`src/rtl/evt_pair_pkg.sv`:
```
package evt_pair_pkg;
  localparam int ADDR_W   = 2;
  localparam int DATA_W   = 8;
  localparam int REG_CTRL = 0;
  localparam int REG_STAT = 1;
  localparam int REG_CNLO = 2;
  localparam int REG_CNHI = 3;
  localparam int CTRL_W   = 6;

  // Packed so that split is bit 0 and irq_en is bit 5 of the control byte.
  typedef struct packed {
    logic irq_en;
    logic rel_hi;
    logic rel_lo;
    logic run_hi;
    logic run_lo;
    logic split;
  } ctrl_t;

  localparam int STAT_OVF_LO = 0;
  localparam int STAT_OVF_HI = 1;
  localparam int STAT_IRQF   = 2;
endpackage

```
`src/rtl/evt_pair_sync.sv`:
```
module evt_pair_sync #(
  parameter int STAGES = 2
) (
  input  logic clk,
  input  logic rst,
  input  logic pin,
  output logic rise
);
  logic [STAGES-1:0] chain;
  logic              last;

  always_ff @(posedge clk) begin
    if (rst) begin
      chain <= '0;
      last  <= 1'b0;
    end else begin
      chain <= {chain[STAGES-2:0], pin};
      last  <= chain[STAGES-1];
    end
  end

  assign rise = chain[STAGES-1] & ~last;

  // one edge of the pin yields a single-cycle pulse
  a_r5_single_pulse: assert property (@(posedge clk) disable iff (rst)
    rise |=> !rise);
endmodule

```
`src/rtl/evt_pair_half.sv`:
```
module evt_pair_half #(
  parameter int W = 8
) (
  input  logic         clk,
  input  logic         rst,
  input  logic         rel,
  input  logic         inc,
  output logic [W-1:0] count,
  output logic         wrap
);
  localparam logic [W-1:0] TOP = '1;

  always_ff @(posedge clk) begin
    if (rst || !rel) count <= '0;
    else if (inc)    count <= count + 1'b1;
  end

  assign wrap = rel & inc & (count == TOP);

  // a held half reads zero
  a_r7_held_zero: assert property (@(posedge clk) disable iff (rst)
    !rel |=> count == '0);
  // a wrap returns the half to zero
  a_r2_wrap_zero: assert property (@(posedge clk) disable iff (rst)
    wrap |=> count == '0);
  // without an increment the count holds
  a_r6_idle_hold: assert property (@(posedge clk) disable iff (rst)
    (rel && !inc) |=> $stable(count));
endmodule

```
`src/rtl/evt_pair_regs.sv`:
```
module evt_pair_regs
  import evt_pair_pkg::*;
#(
  parameter int CNT_W = 8
) (
  input  logic              clk,
  input  logic              rst,
  input  logic              bus_sel,
  input  logic              bus_wr,
  input  logic [ADDR_W-1:0] bus_addr,
  input  logic [DATA_W-1:0] bus_wdata,
  output logic [DATA_W-1:0] bus_rdata,
  input  logic              set_lo,
  input  logic              set_hi,
  input  logic [CNT_W-1:0]  cnt_lo,
  input  logic [CNT_W-1:0]  cnt_hi,
  output ctrl_t             ctrl,
  output logic              irq_o
);
  logic ovf_lo, ovf_hi, irqf;
  logic wr_ctrl, wr_stat, rd_en;
  logic clr_lo, clr_hi, clr_irq;

  assign wr_ctrl = bus_sel & bus_wr & (bus_addr == ADDR_W'(REG_CTRL));
  assign wr_stat = bus_sel & bus_wr & (bus_addr == ADDR_W'(REG_STAT));
  assign rd_en   = bus_sel & ~bus_wr;
  assign clr_lo  = wr_stat & ~bus_wdata[STAT_OVF_LO];
  assign clr_hi  = wr_stat & ~bus_wdata[STAT_OVF_HI];
  assign clr_irq = wr_stat & ~bus_wdata[STAT_IRQF];

  always_ff @(posedge clk) begin
    if (rst) ctrl <= '0;
    else if (wr_ctrl) ctrl <= bus_wdata[CTRL_W-1:0];
  end

  // A new overflow takes priority over a clearing write.
  always_ff @(posedge clk) begin
    if (rst) begin
      ovf_lo <= 1'b0;
      ovf_hi <= 1'b0;
      irqf   <= 1'b0;
    end else begin
      ovf_lo <= set_lo | (ovf_lo & ~clr_lo);
      ovf_hi <= set_hi | (ovf_hi & ~clr_hi);
      irqf   <= set_lo | set_hi | (irqf & ~clr_irq);
    end
  end

  always_ff @(posedge clk) begin
    if (rst) irq_o <= 1'b0;
    else     irq_o <= irqf & ctrl.irq_en;
  end

  always_ff @(posedge clk) begin
    if (rst) begin
      bus_rdata <= '0;
    end else if (rd_en) begin
      case (bus_addr)
        ADDR_W'(REG_CTRL): bus_rdata <= DATA_W'(ctrl);
        ADDR_W'(REG_STAT): bus_rdata <= DATA_W'({irqf, ovf_hi, ovf_lo});
        ADDR_W'(REG_CNLO): bus_rdata <= DATA_W'(cnt_lo);
        default:           bus_rdata <= DATA_W'(cnt_hi);
      endcase
    end
  end

  // an overflow sets its flag even against a clearing write
  a_r10_set_wins_lo: assert property (@(posedge clk) disable iff (rst)
    set_lo |=> (ovf_lo && irqf));
  a_r10_set_wins_hi: assert property (@(posedge clk) disable iff (rst)
    set_hi |=> (ovf_hi && irqf));
  // a flag stays until a zero is written to it
  a_r9_sticky_lo: assert property (@(posedge clk) disable iff (rst)
    (ovf_lo && !clr_lo) |=> ovf_lo);
  a_r9_sticky_hi: assert property (@(posedge clk) disable iff (rst)
    (ovf_hi && !clr_hi) |=> ovf_hi);
  // no request without a pending flag
  a_r8_no_irq_without_flag: assert property (@(posedge clk) disable iff (rst)
    !irqf |=> !irq_o);
endmodule

```
`src/rtl/evt_pair_counter.sv`:
```
module evt_pair_counter
  import evt_pair_pkg::*;
#(
  parameter int CNT_W       = 8,
  parameter int SYNC_STAGES = 2
) (
  input  logic              clk,
  input  logic              rst,
  input  logic              evt_lo_i,
  input  logic              evt_hi_i,
  input  logic              bus_sel,
  input  logic              bus_wr,
  input  logic [ADDR_W-1:0] bus_addr,
  input  logic [DATA_W-1:0] bus_wdata,
  output logic [DATA_W-1:0] bus_rdata,
  output logic              irq_o
);
  localparam int NCH = 2;

  ctrl_t            ctrl;
  logic [NCH-1:0]   pins, rise;
  logic             inc_lo, inc_hi, wrap_lo, wrap_hi, set_lo, set_hi;
  logic [CNT_W-1:0] cnt_lo, cnt_hi;

  assign pins = {evt_hi_i, evt_lo_i};

  for (genvar g = 0; g < NCH; g++) begin : g_sync
    evt_pair_sync #(.STAGES(SYNC_STAGES)) u_sync (
      .clk (clk),
      .rst (rst),
      .pin (pins[g]),
      .rise(rise[g])
    );
  end

  // Split mode: each half follows its own pin. Cascade: the low carry drives the high half.
  assign inc_lo = rise[0] & ctrl.run_lo;
  assign inc_hi = ctrl.split ? (rise[1] & ctrl.run_hi) : (wrap_lo & ctrl.run_hi);

  evt_pair_half #(.W(CNT_W)) u_lo (
    .clk(clk), .rst(rst), .rel(ctrl.rel_lo), .inc(inc_lo), .count(cnt_lo), .wrap(wrap_lo)
  );
  evt_pair_half #(.W(CNT_W)) u_hi (
    .clk(clk), .rst(rst), .rel(ctrl.rel_hi), .inc(inc_hi), .count(cnt_hi), .wrap(wrap_hi)
  );

  assign set_lo = wrap_lo & ctrl.split;
  assign set_hi = wrap_hi;

  evt_pair_regs #(.CNT_W(CNT_W)) u_regs (
    .clk      (clk),
    .rst      (rst),
    .bus_sel  (bus_sel),
    .bus_wr   (bus_wr),
    .bus_addr (bus_addr),
    .bus_wdata(bus_wdata),
    .bus_rdata(bus_rdata),
    .set_lo   (set_lo),
    .set_hi   (set_hi),
    .cnt_lo   (cnt_lo),
    .cnt_hi   (cnt_hi),
    .ctrl     (ctrl),
    .irq_o    (irq_o)
  );

  // in cascade mode the high pin does not move the high half
  a_r3_hi_pin_ignored: assert property (@(posedge clk) disable iff (rst)
    (!ctrl.split && ctrl.rel_hi && !wrap_lo) |=> $stable(cnt_hi));
  // in cascade mode a low wrap never sets the low flag
  a_r4_cascade_no_lo_set: assert property (@(posedge clk) disable iff (rst)
    !ctrl.split |-> !set_lo);
  // in split mode a high-half step needs a high-pin edge
  a_r1_split_hi_source: assert property (@(posedge clk) disable iff (rst)
    (ctrl.split && inc_hi) |-> rise[1]);
endmodule

```
`config.mk`:
```
export PLATFORM = sky130hd
export DESIGN_NAME = evt_pair_counter
export DESIGN_NICKNAME = d
export VERILOG_FILES = /design/src/rtl/evt_pair_pkg.sv /design/src/rtl/evt_pair_sync.sv /design/src/rtl/evt_pair_half.sv /design/src/rtl/evt_pair_regs.sv /design/src/rtl/evt_pair_counter.sv
export SDC_FILE = /design/constraint.sdc
export NUM_CORES = 1
export LEC_CHECK = 0
export ABC_AREA = 1
export BUFFER_PORTS_ARGS = -buffer_cell sky130_fd_sc_hd__clkbuf_2
export CAP_MARGIN = 20
export CORE_AREA = 2 2 60 62
export DETAILED_ROUTE_END_ITERATION = 10
export DIE_AREA = 0 0 62 64
export PLACE_DENSITY = 0.89
export REMOVE_ABC_BUFFERS = 1
export SKIP_CTS_REPAIR_TIMING = 1
export SLEW_MARGIN = 40
export SYNTH_ARGS = -nofsm -noshare
export SYNTH_HDL_FRONTEND = slang
export SYNTH_SLANG_ARGS = --single-unit
```
`constraint.sdc`:
```
create_clock -name clk -period 1.7 [get_ports clk]
set_clock_uncertainty 0.15 [all_clocks]
set_input_delay 0.34 -clock clk [delete_from_list [all_inputs] [get_ports clk]]
set_output_delay 0.34 -clock clk [all_outputs]
set_load 0.02 [all_outputs]
```
==> flow_summary.ini, run 1 <==
[timing]
period_minus_slack_ps = 1560
hold_viol = 0
drv_slew = 0
rsz0062_at_grt = false
fin_setup_tns_ps = 0
worst_slack_ps = 144
clock.fmax_mhz = 643
tightest_slew_ps = 303
setup_viol = 0
relSlewSlack_pct = 79.8
fin_crit_sh_pct = 91.5

[critical_path]
critical-path-max-stage-delay_ps = 380
cp.required_ps = 1800
path_class = reg -> reg
path_max_fanout = 10
critPathBufInv = 1
endpoint_kind = flip-flop
worstPathArrival_ps = 1660
cp_slowest_cell = dfxtp_4
cp_top_family = simple AND/OR/NAND/NOR gates
start_kind = flip-flop
crit_chain = ha_2 > nand3_2 > nor2_4 > nand2_2 > nand2_4 > nand2_8 > clkinv_4 > nand2_2 > nor2_1 > nor2_1

[die]
initial_core_util_pct = 55.2
die_y_um = 64
dieArea_um2 = 3970
die_w_um = 62
core-area_um2 = 3280
pin_count = 25
rows = 21

[global_routing]
antenna_found_initial = 0
gr-usage-met2_pct = 35.4
met3_usage_pct = 4.86
use_met1_pct = 26.6
grt_pass1_vias = 1635
grtUsageTotal_pct = 21.8
grt_remaining_overflow = 0
grt_max_degree = 13
grt_pass1_wl_mm = 6.58
busiest_layer = met2

[finish]
syn2layout_area_growth_pct = 14.4
final-instance-count-excl-fill = 322
nets = 294
final_cell_mix = 45 x nand2_1, 38 x dfxtp_1, 36 x nor2_1, 26 x inv_1, 22 x clkbuf_2
diodes = 0
fin_util_pct = 63.1
layout_commonest_cell = nand2_1
drive_gt1_share_pct = 21.0
nFillCells = 309

[routing]
route.vias.total = 1668
via_per_inst = 5.18
drtPass1Iterations = 4
drc = 0
drt_iter0_drc = 122
ant_nets = 0
wl_per_cell_um = 11.6
wl_mm = 3.75

[synth]
synth.avg_cell_area_um2 = 7.46
synth_area_leaders = dfxtp_1 44%, nand2_1 9.3%, nor2_1 7.5%
ys_types = 36
syn_inst = 243
yosysSeqAreaShare_pct = 44.2
ys_warn_count = 0
synth.largest_area_cell = dfxtp_1
yosys_register_bits = 40
synth_top_cell_area_share_pct = 44.2
netlist_area_um2 = 1810

[placed_design]
portBuffers = 22
dp_cells = 315
dp_slack_ps = 84.0
dp_hpwl_mm = 2.92
place_congestion = 0.896

[status]
status = finished clean

[flow_run]
cap_violations = 0

[worst_hold_path]
hold_path.class = in -> reg

[cts]
cts_tree = yes
path_clk_slew_ps = 110
clock-root-buffer = clkbuf_4
insertion_delay_ps = 350
cts_sinks = 40
clockBufferDepth = 2
htreeDepth = 2
cts_made_buffers = 5

[power_and_ir_drop]
vdd_drop_max_mv = 0.388
total_power_uw = 1540
powerDensity_nw_per_um2 = 743
p_leak_uw = 0.000826
==> final timing paths <==
path	to	slack, ps	from	cells past startpoint
setup / recovery	u_hi.count[6]	140	u_lo.count[1]	10
hold / removal	g_sync[1].u_sync.chain[0]	20	evt_hi_i	3
setup reg to reg	u_hi.count[6]	140	u_lo.count[1]	10
hold reg to reg	g_sync[0].u_sync.chain[1]	260	g_sync[0].u_sync.chain[0]	2
==> cell usage after synthesis <==
cell type,number
clkbuf_1,1
a221oi_1,1
o21ai_0,21
nor2_1,36
nand2_8,1
xnor2_1,1
a31oi_1,3
o21a_4,1
nand2_1,45
nor2_4,1
nand2_2,2
nand3_1,8
dfxtp_1,40
a21oi_2,1
o21ai_1,5
a41oi_1,1
buf_1,1
o21bai_1,1
o21ai_2,1
xor2_1,3
clkinv_1,1
inv_1,26
nand4_1,5
a21oi_1,17
o211ai_1,1
nor3_1,2
nand2_4,1
nor2_2,2
o221ai_1,1
nand3_4,1
clkinv_4,1
buf_2,1
o21bai_2,1
inv_2,5
ha_1,2
nand3_2,2
==> through the flow <==
step / hold slack (ps) / cell area (um^2)
after floorplan: 238 / 1800
final: 15.8 / 2070
after detailed placement: 242 / 2020
after CTS: 18.1 / 2070
after global routing: 33.1 / 2070
after global placement: 240 / 2020
==> logic make-up (layout without fill, tap and decap cells) <==
family / after synthesis / in the layout / synth area share, %
DFF: 40 / 40 / 44.2
adders and majority gates: 2 / 2 / 1.38
and+or+nand+nor: 106 / 106 / 27.1
AOI/OAI and AO/OA: 55 / 55 / 17.6
buffers and inverters: 36 / 69 / 7.80
xor gates and xnor gates: 4 / 4 / 1.93
==> area by class of cell <==
type | count | area, um^2 | share of cell area (%)
Multi-Input combinational cell | 167 | 872 | 42.1
Sequential cell | 40 | 806 | 38.9
Timing Repair Buffer | 29 | 163 | 7.85
Inverter | 33 | 129 | 6.22
Tap cell | 46 | 57.6 | 2.78
Clock buffer | 6 | 41.3 | 1.99
Clock inverter | 1 | 5.00 | 0.241
==> worst min-delay path, delay by kind of cell <==
kind / cells / cell delay [ps]
buffers and inverters: 2 / 120
AND/OR/NAND/NOR: 1 / 30
==> registers in the layout, indices dropped and copies added, names as in the netlist, 2 cells and up <==
| signal | count |
|---|---|
| g_sync.u_sync.last | 2 |
| u_lo.count | 8 |
| g_sync.u_sync.chain | 4 |
| u_hi.count | 8 |
| u_regs.bus_rdata | 8 |
| u_regs.ctrl | 6 |
==> metal layers <==
layer,share of wire [%],up-vias
met5,0,-
met4,1.7,0
met3,4.2,11
met2,50,33
met1,45,767
li1,-,857
==> report_power, final <==
part | switching (uW) | internal [uW]
combinational | 77.3 | 45.6
clock | 298 | 152
sequential | 11.7 | 956
Note: power is estimated with default switching activity, not from simulation.
==> run 2: changes to the inputs <==
- ABC_AREA: 1 -> unset
- CORE_AREA: 2 2 60 62 -> 2 2 61 63
- DIE_AREA: 0 0 62 64 -> 0 0 63 65
- PLACE_DENSITY: 0.89 -> 0.88
==> flow_summary.ini, run 2 <==
[status]
status = finished, violations left
violations = setup timing

[finish]
final-instance-count-excl-fill = 290
design_area_um2 = 2310
syn2layout_area_growth_pct = 24.5
reg_top3 = u_hi.count: 8 flops, u_lo.count: 8 flops, u_regs.bus_rdata: 8 flops
nFillCells = 285
drive_gt1_share_pct = 34.7
diodes = 0
layout_commonest_cell = dfxtp_1
final_cell_mix = 33 x dfxtp_1, 25 x buf_4, 24 x nand2_1, 22 x clkbuf_2, 16 x nor2_1
nets = 259
fin_util_pct = 66.0

[timing]
worst_slack_ps = -111
hold_viol = 0
setup_viol = 5
clock.fmax_mhz = 552
tightest_slew_ps = 560
relSlewSlack_pct = 62.3
rsz0062_at_grt = true
fin_crit_sh_pct = 107
drv_slew = 0
period_minus_slack_ps = 1810

[global_routing]
grt_remaining_overflow = 0
met3_usage_pct = 5.03
use_met1_pct = 27.8
grt_max_degree = 17
gr-usage-met2_pct = 34.3
grt_pass1_wl_mm = 6.94
busiest_layer = met2
grtUsageTotal_pct = 21.7
antenna_found_initial = 0
grt_pass1_vias = 1520

[routing]
drt_iter0_drc = 112
via_per_inst = 5.53
drc = 0
wl_mm = 4.33
route.vias.total = 1603
drtPass1Iterations = 4
ant_nets = 0
wl_per_cell_um = 14.9

[synth]
async_flop_share_pct = 0
synth.most_common_cell = dfxtp_1
synth.largest_area_cell = dfxtp_1
synth_flop_cell = dfxtp_1
yosysSeqAreaShare_pct = 43.2
ys_types = 41
synth_edf_count = 0
netlist_area_um2 = 1850
synth.avg_cell_area_um2 = 9.31
syn_inst = 199
synth_area_leaders = dfxtp_1 43%, mux2i_1 6.5%, nand2_1 4.9%
ys_warn_count = 0
synth_top_cell_area_share_pct = 43.2
synth_commonest_cells = 40 x dfxtp_1, 24 x nand2_1, 16 x nor2_1
yosys_register_bits = 40

[power_and_ir_drop]
internal-power_uw = 1390
switchingPower_uw = 371
p_seq_share_pct = 54.5
p_leak_uw = 0.000901
pwr-share-comb_pct = 5.6
clkPwrFrac_pct = 39.9
powerDensity_nw_per_um2 = 762
sw_frac_of_total_pct = 21.1
vdd_drop_max_mv = 0.581

[placed_design]
portBuffers = 22
dp_cells = 279
dpl_cell_area_um2 = 2130
place_congestion = 0.918
dp_hpwl_mm = 3.13

[worst_hold_path]
hold_path.class = in -> reg
hold_depth = 2

[cts]
clock-root-buffer = clkbuf_4
htreeDepth = 2
cts_tree = yes
clockBufferDepth = 2
cts_sinks = 40
cts_made_buffers = 5
path_clk_slew_ps = 110
insertion_delay_ps = 350

[die]
core-area_um2 = 3500
die_y_um = 65
die_w_um = 63
initial_core_util_pct = 53.0
rows = 22
dieArea_um2 = 4100
pin_count = 25

[critical_path]
worstPathArrival_ps = 1950
reg2reg_depth = 4
cp_num_cells = 4
cp_slowest_cell = or4_4
path_class = reg -> reg
path_max_fanout = 7
cp.required_ps = 1840
endpoint_kind = flip-flop
critical-path-max-stage-delay_ps = 610
cp_top_family = simple AND/OR/NAND/NOR gates
crit_chain = nand3b_4 > or4_4 > a211oi_2 > mux2i_1
start_kind = flip-flop
critPathBufInv = 0

[flow_run]
cap_violations = 0
[run 2: changes by cell type after synthesis, sizes merged, moves of 9 or more]
cell | previous run | this run
o21ai | 27 | 3
nor2 | 39 | 16
mux2i | 0 | 12
nand2 | 49 | 24
inv | 31 | 0
nor2b | 0 | 9
[run 2: cell type report]
type                            instances  area (um^2)  share of cell area, %
Multi-Input combinational cell        147         1040                   45.3
Clock inverter                          1         30.0                   1.30
Tap cell                               48         60.1                   2.60
Clock buffer                            7         65.1                   2.82
Sequential cell                        40          810                   35.1
Timing Repair Buffer                   47          298                   12.9
[run 2: kinds of logic after synthesis]
| logic type | share of synthesized area, % |
|---|---|
| and+or+nand+nor | 26.7 |
| DFF | 43.2 |
| AOI/OAI and AO/OA | 9.53 |
| muxes | 13.2 |
| buffers and inverters | 3.18 |
| xor gates and xnor gates | 2.84 |
| adders and majority gates | 1.35 |
[run 2: worst paths after layout]
check	start	end	slack [ps]
worst max-delay path	g_sync[0].u_sync.last	u_hi.count[7]	-110
worst max register to register	g_sync[0].u_sync.last	u_hi.count[7]	-110
worst min register to register	u_regs.bus_rdata[7]	u_regs.bus_rdata[7]	310
worst min-delay path	evt_hi_i	g_sync[1].u_sync.chain[0]	60
[run 2: power groups by stage]
stage               Sequential (uW)  Clock [uW]  Combinational [uW]
CTS                             958         699                97.4
global route                    960         750                 107
finish                          958         701                99.0
detailed placement              979           0                97.0
global placement                978           0                94.3
floorplan                       983           0                35.9
[run 2: worst reg2reg max path: stages (launching register included)]
cell      delay (ps)
dfxtp_2          340
nand3b_4         170
or4_4            610
a211oi_2         290
mux2i_1          200
[run 2: through the flow]
step	hold WS (ps)	power [uW]	TNS, ps	worst slack (ps)
2_1_floorplan	259	1020	-508	-127
5_1_grt	35.4	1820	-573	-148
3_5_place_dp	284	1080	-1150	-187
3_3_place_gp	277	1070	-689	-117
4_1_cts	59.9	1750	-1340	-202
6_report	57.0	1760	-179	-111
[run 2: per-layer routing]
metal	vias up	wire length, um
met5	-	0
met4	0	166
met3	15	204
met2	52	2080
met1	750	1880
li1	786	-
==> run 3: changes to the inputs <==
- MAX_ROUTING_LAYER: unset -> met4
==> flow_summary.ini, run 3 (synthesis results as in run 2) <==
[cts]
clock-root-buffer = clkbuf_4
cts_tree = yes
clockBufferDepth = 2
htreeDepth = 2
cts_sinks = 40
cts_made_buffers = 5
insertion_delay_ps = 350
path_clk_slew_ps = 120

[critical_path]
rrSetupSlack_ps = -110
start_kind = flip-flop
reg2reg_depth = 4
critical-path-max-stage-delay_ps = 610
reg2reg_to = u_hi.count[7]
cp.required_ps = 1840
endpoint_kind = flip-flop
path_max_fanout = 7
worstPathArrival_ps = 1960
r2r-start = g_sync[0].u_sync.last
crit_chain = nand3b_4 > or4_4 > a211oi_2 > mux2i_1
path_class = reg -> reg
cp_slowest_cell = or4_4

[timing]
hold_viol = 0
tightest_slew_ps = 587
setup_viol = 4
period_minus_slack_ps = 1810
clock.fmax_mhz = 551
drv_slew = 0
fin_crit_sh_pct = 107
worst_slack_ps = -113
relSlewSlack_pct = 60.5
rsz0062_at_grt = true

[power_and_ir_drop]
vdd_drop_max_mv = 0.587
powerDensity_nw_per_um2 = 761
p_leak_uw = 0.000901
total_power_uw = 1750

[status]
status = finished, violations left
violations = setup timing

[global_routing]
use_met1_pct = 27.5
antenna_found_initial = 0
gr-usage-met2_pct = 34.6
grt_pass1_wl_mm = 6.95
grt_max_degree = 17
grt_remaining_overflow = 0
grt_pass1_vias = 1522
met3_usage_pct = 5.03
grtUsageTotal_pct = 22.3
busiest_layer = met2

[finish]
reg_top3 = u_hi.count: 8 flops, u_lo.count: 8 flops, u_regs.bus_rdata: 8 flops
final-instance-count-excl-fill = 290
nFillCells = 285
diodes = 0
syn2layout_area_growth_pct = 24.5
drive_gt1_share_pct = 34.7
final_cell_mix = 33 x dfxtp_1, 25 x buf_4, 24 x nand2_1, 22 x clkbuf_2, 16 x nor2_1
nets = 259
layout_commonest_cell = dfxtp_1

[routing]
drt_iter0_drc = 102
wl_mm = 4.28
via_per_inst = 5.46
drc = 0
ant_nets = 0
drtPass1Iterations = 4
wl_per_cell_um = 14.8
route.vias.total = 1582

[placed_design]
place_congestion = 0.934
dp_slack_ps = -187
dp_cells = 279
dp_hpwl_mm = 3.13
portBuffers = 22

[die]
pin_count = 25
die_w_um = 63
die_y_um = 65
initial_core_util_pct = 53.0
core-area_um2 = 3500
rows = 22
dieArea_um2 = 4100

[flow_run]
cap_violations = 0

[worst_hold_path]
min_from = evt_hi_i
hold_path.class = in -> reg
hold_depth = 2
whs_endpoint = g_sync[1].u_sync.chain[0]
-- run 3: area by class of cell --
class / instances / area (um^2) / area share [%]
clock buffers: 7 / 65.1 / 2.82
multi-input cells: 147 / 1040 / 45.3
well taps: 48 / 60.1 / 2.60
repair buffers: 47 / 298 / 12.9
flip-flops and latches: 40 / 810 / 35.1
clock inverters: 1 / 30.0 / 1.30
-- run 3: power by group --
part	internal, uW	switching, uW	total (uW)
clock network	390	308	698
registers	950	7.96	958
logic	45.8	53.0	98.7
-- run 3: worst max-delay path by stage --
stage                          startpoint             to  cells after the start
floorplan                   u_lo.count[0]  u_hi.count[7]                      5
global placement            u_lo.count[0]  u_hi.count[7]                      5
detailed placement          u_lo.count[0]  u_hi.count[7]                      5
CTS                         u_lo.count[0]  u_hi.count[7]                      5
global route                u_lo.count[0]  u_hi.count[7]                      5
finish              g_sync[0].u_sync.last  u_hi.count[7]                      4
-- run 3: worst max-delay path: cells and delay by family (launching register included) --
family	cells	cell delay [ps]
DFF	1	340
and+or+nand+nor	2	780
AOI/OAI and AO/OA	1	290
muxes	1	200
-- run 3: routing by layer --
layer,share of wire [%],routed length [um]
met5,0,0
met4,3.4,145
met3,5.1,217
met2,48,2080
met1,43,1840
-- run 3: per-stage QoR --
step | hold slack, ps | utilization (%) | cell area, um^2 | TNS, ps
6_report | 59.1 | 66.0 | 2310 | -149
5_1_grt | 41.7 | 66.0 | 2310 | -566
4_1_cts | 59.9 | 63.6 | 2220 | -1340
3_5_place_dp | 284 | 60.9 | 2130 | -1150
3_3_place_gp | 277 | 60.9 | 2130 | -689
2_1_floorplan | 259 | - | 1790 | -508
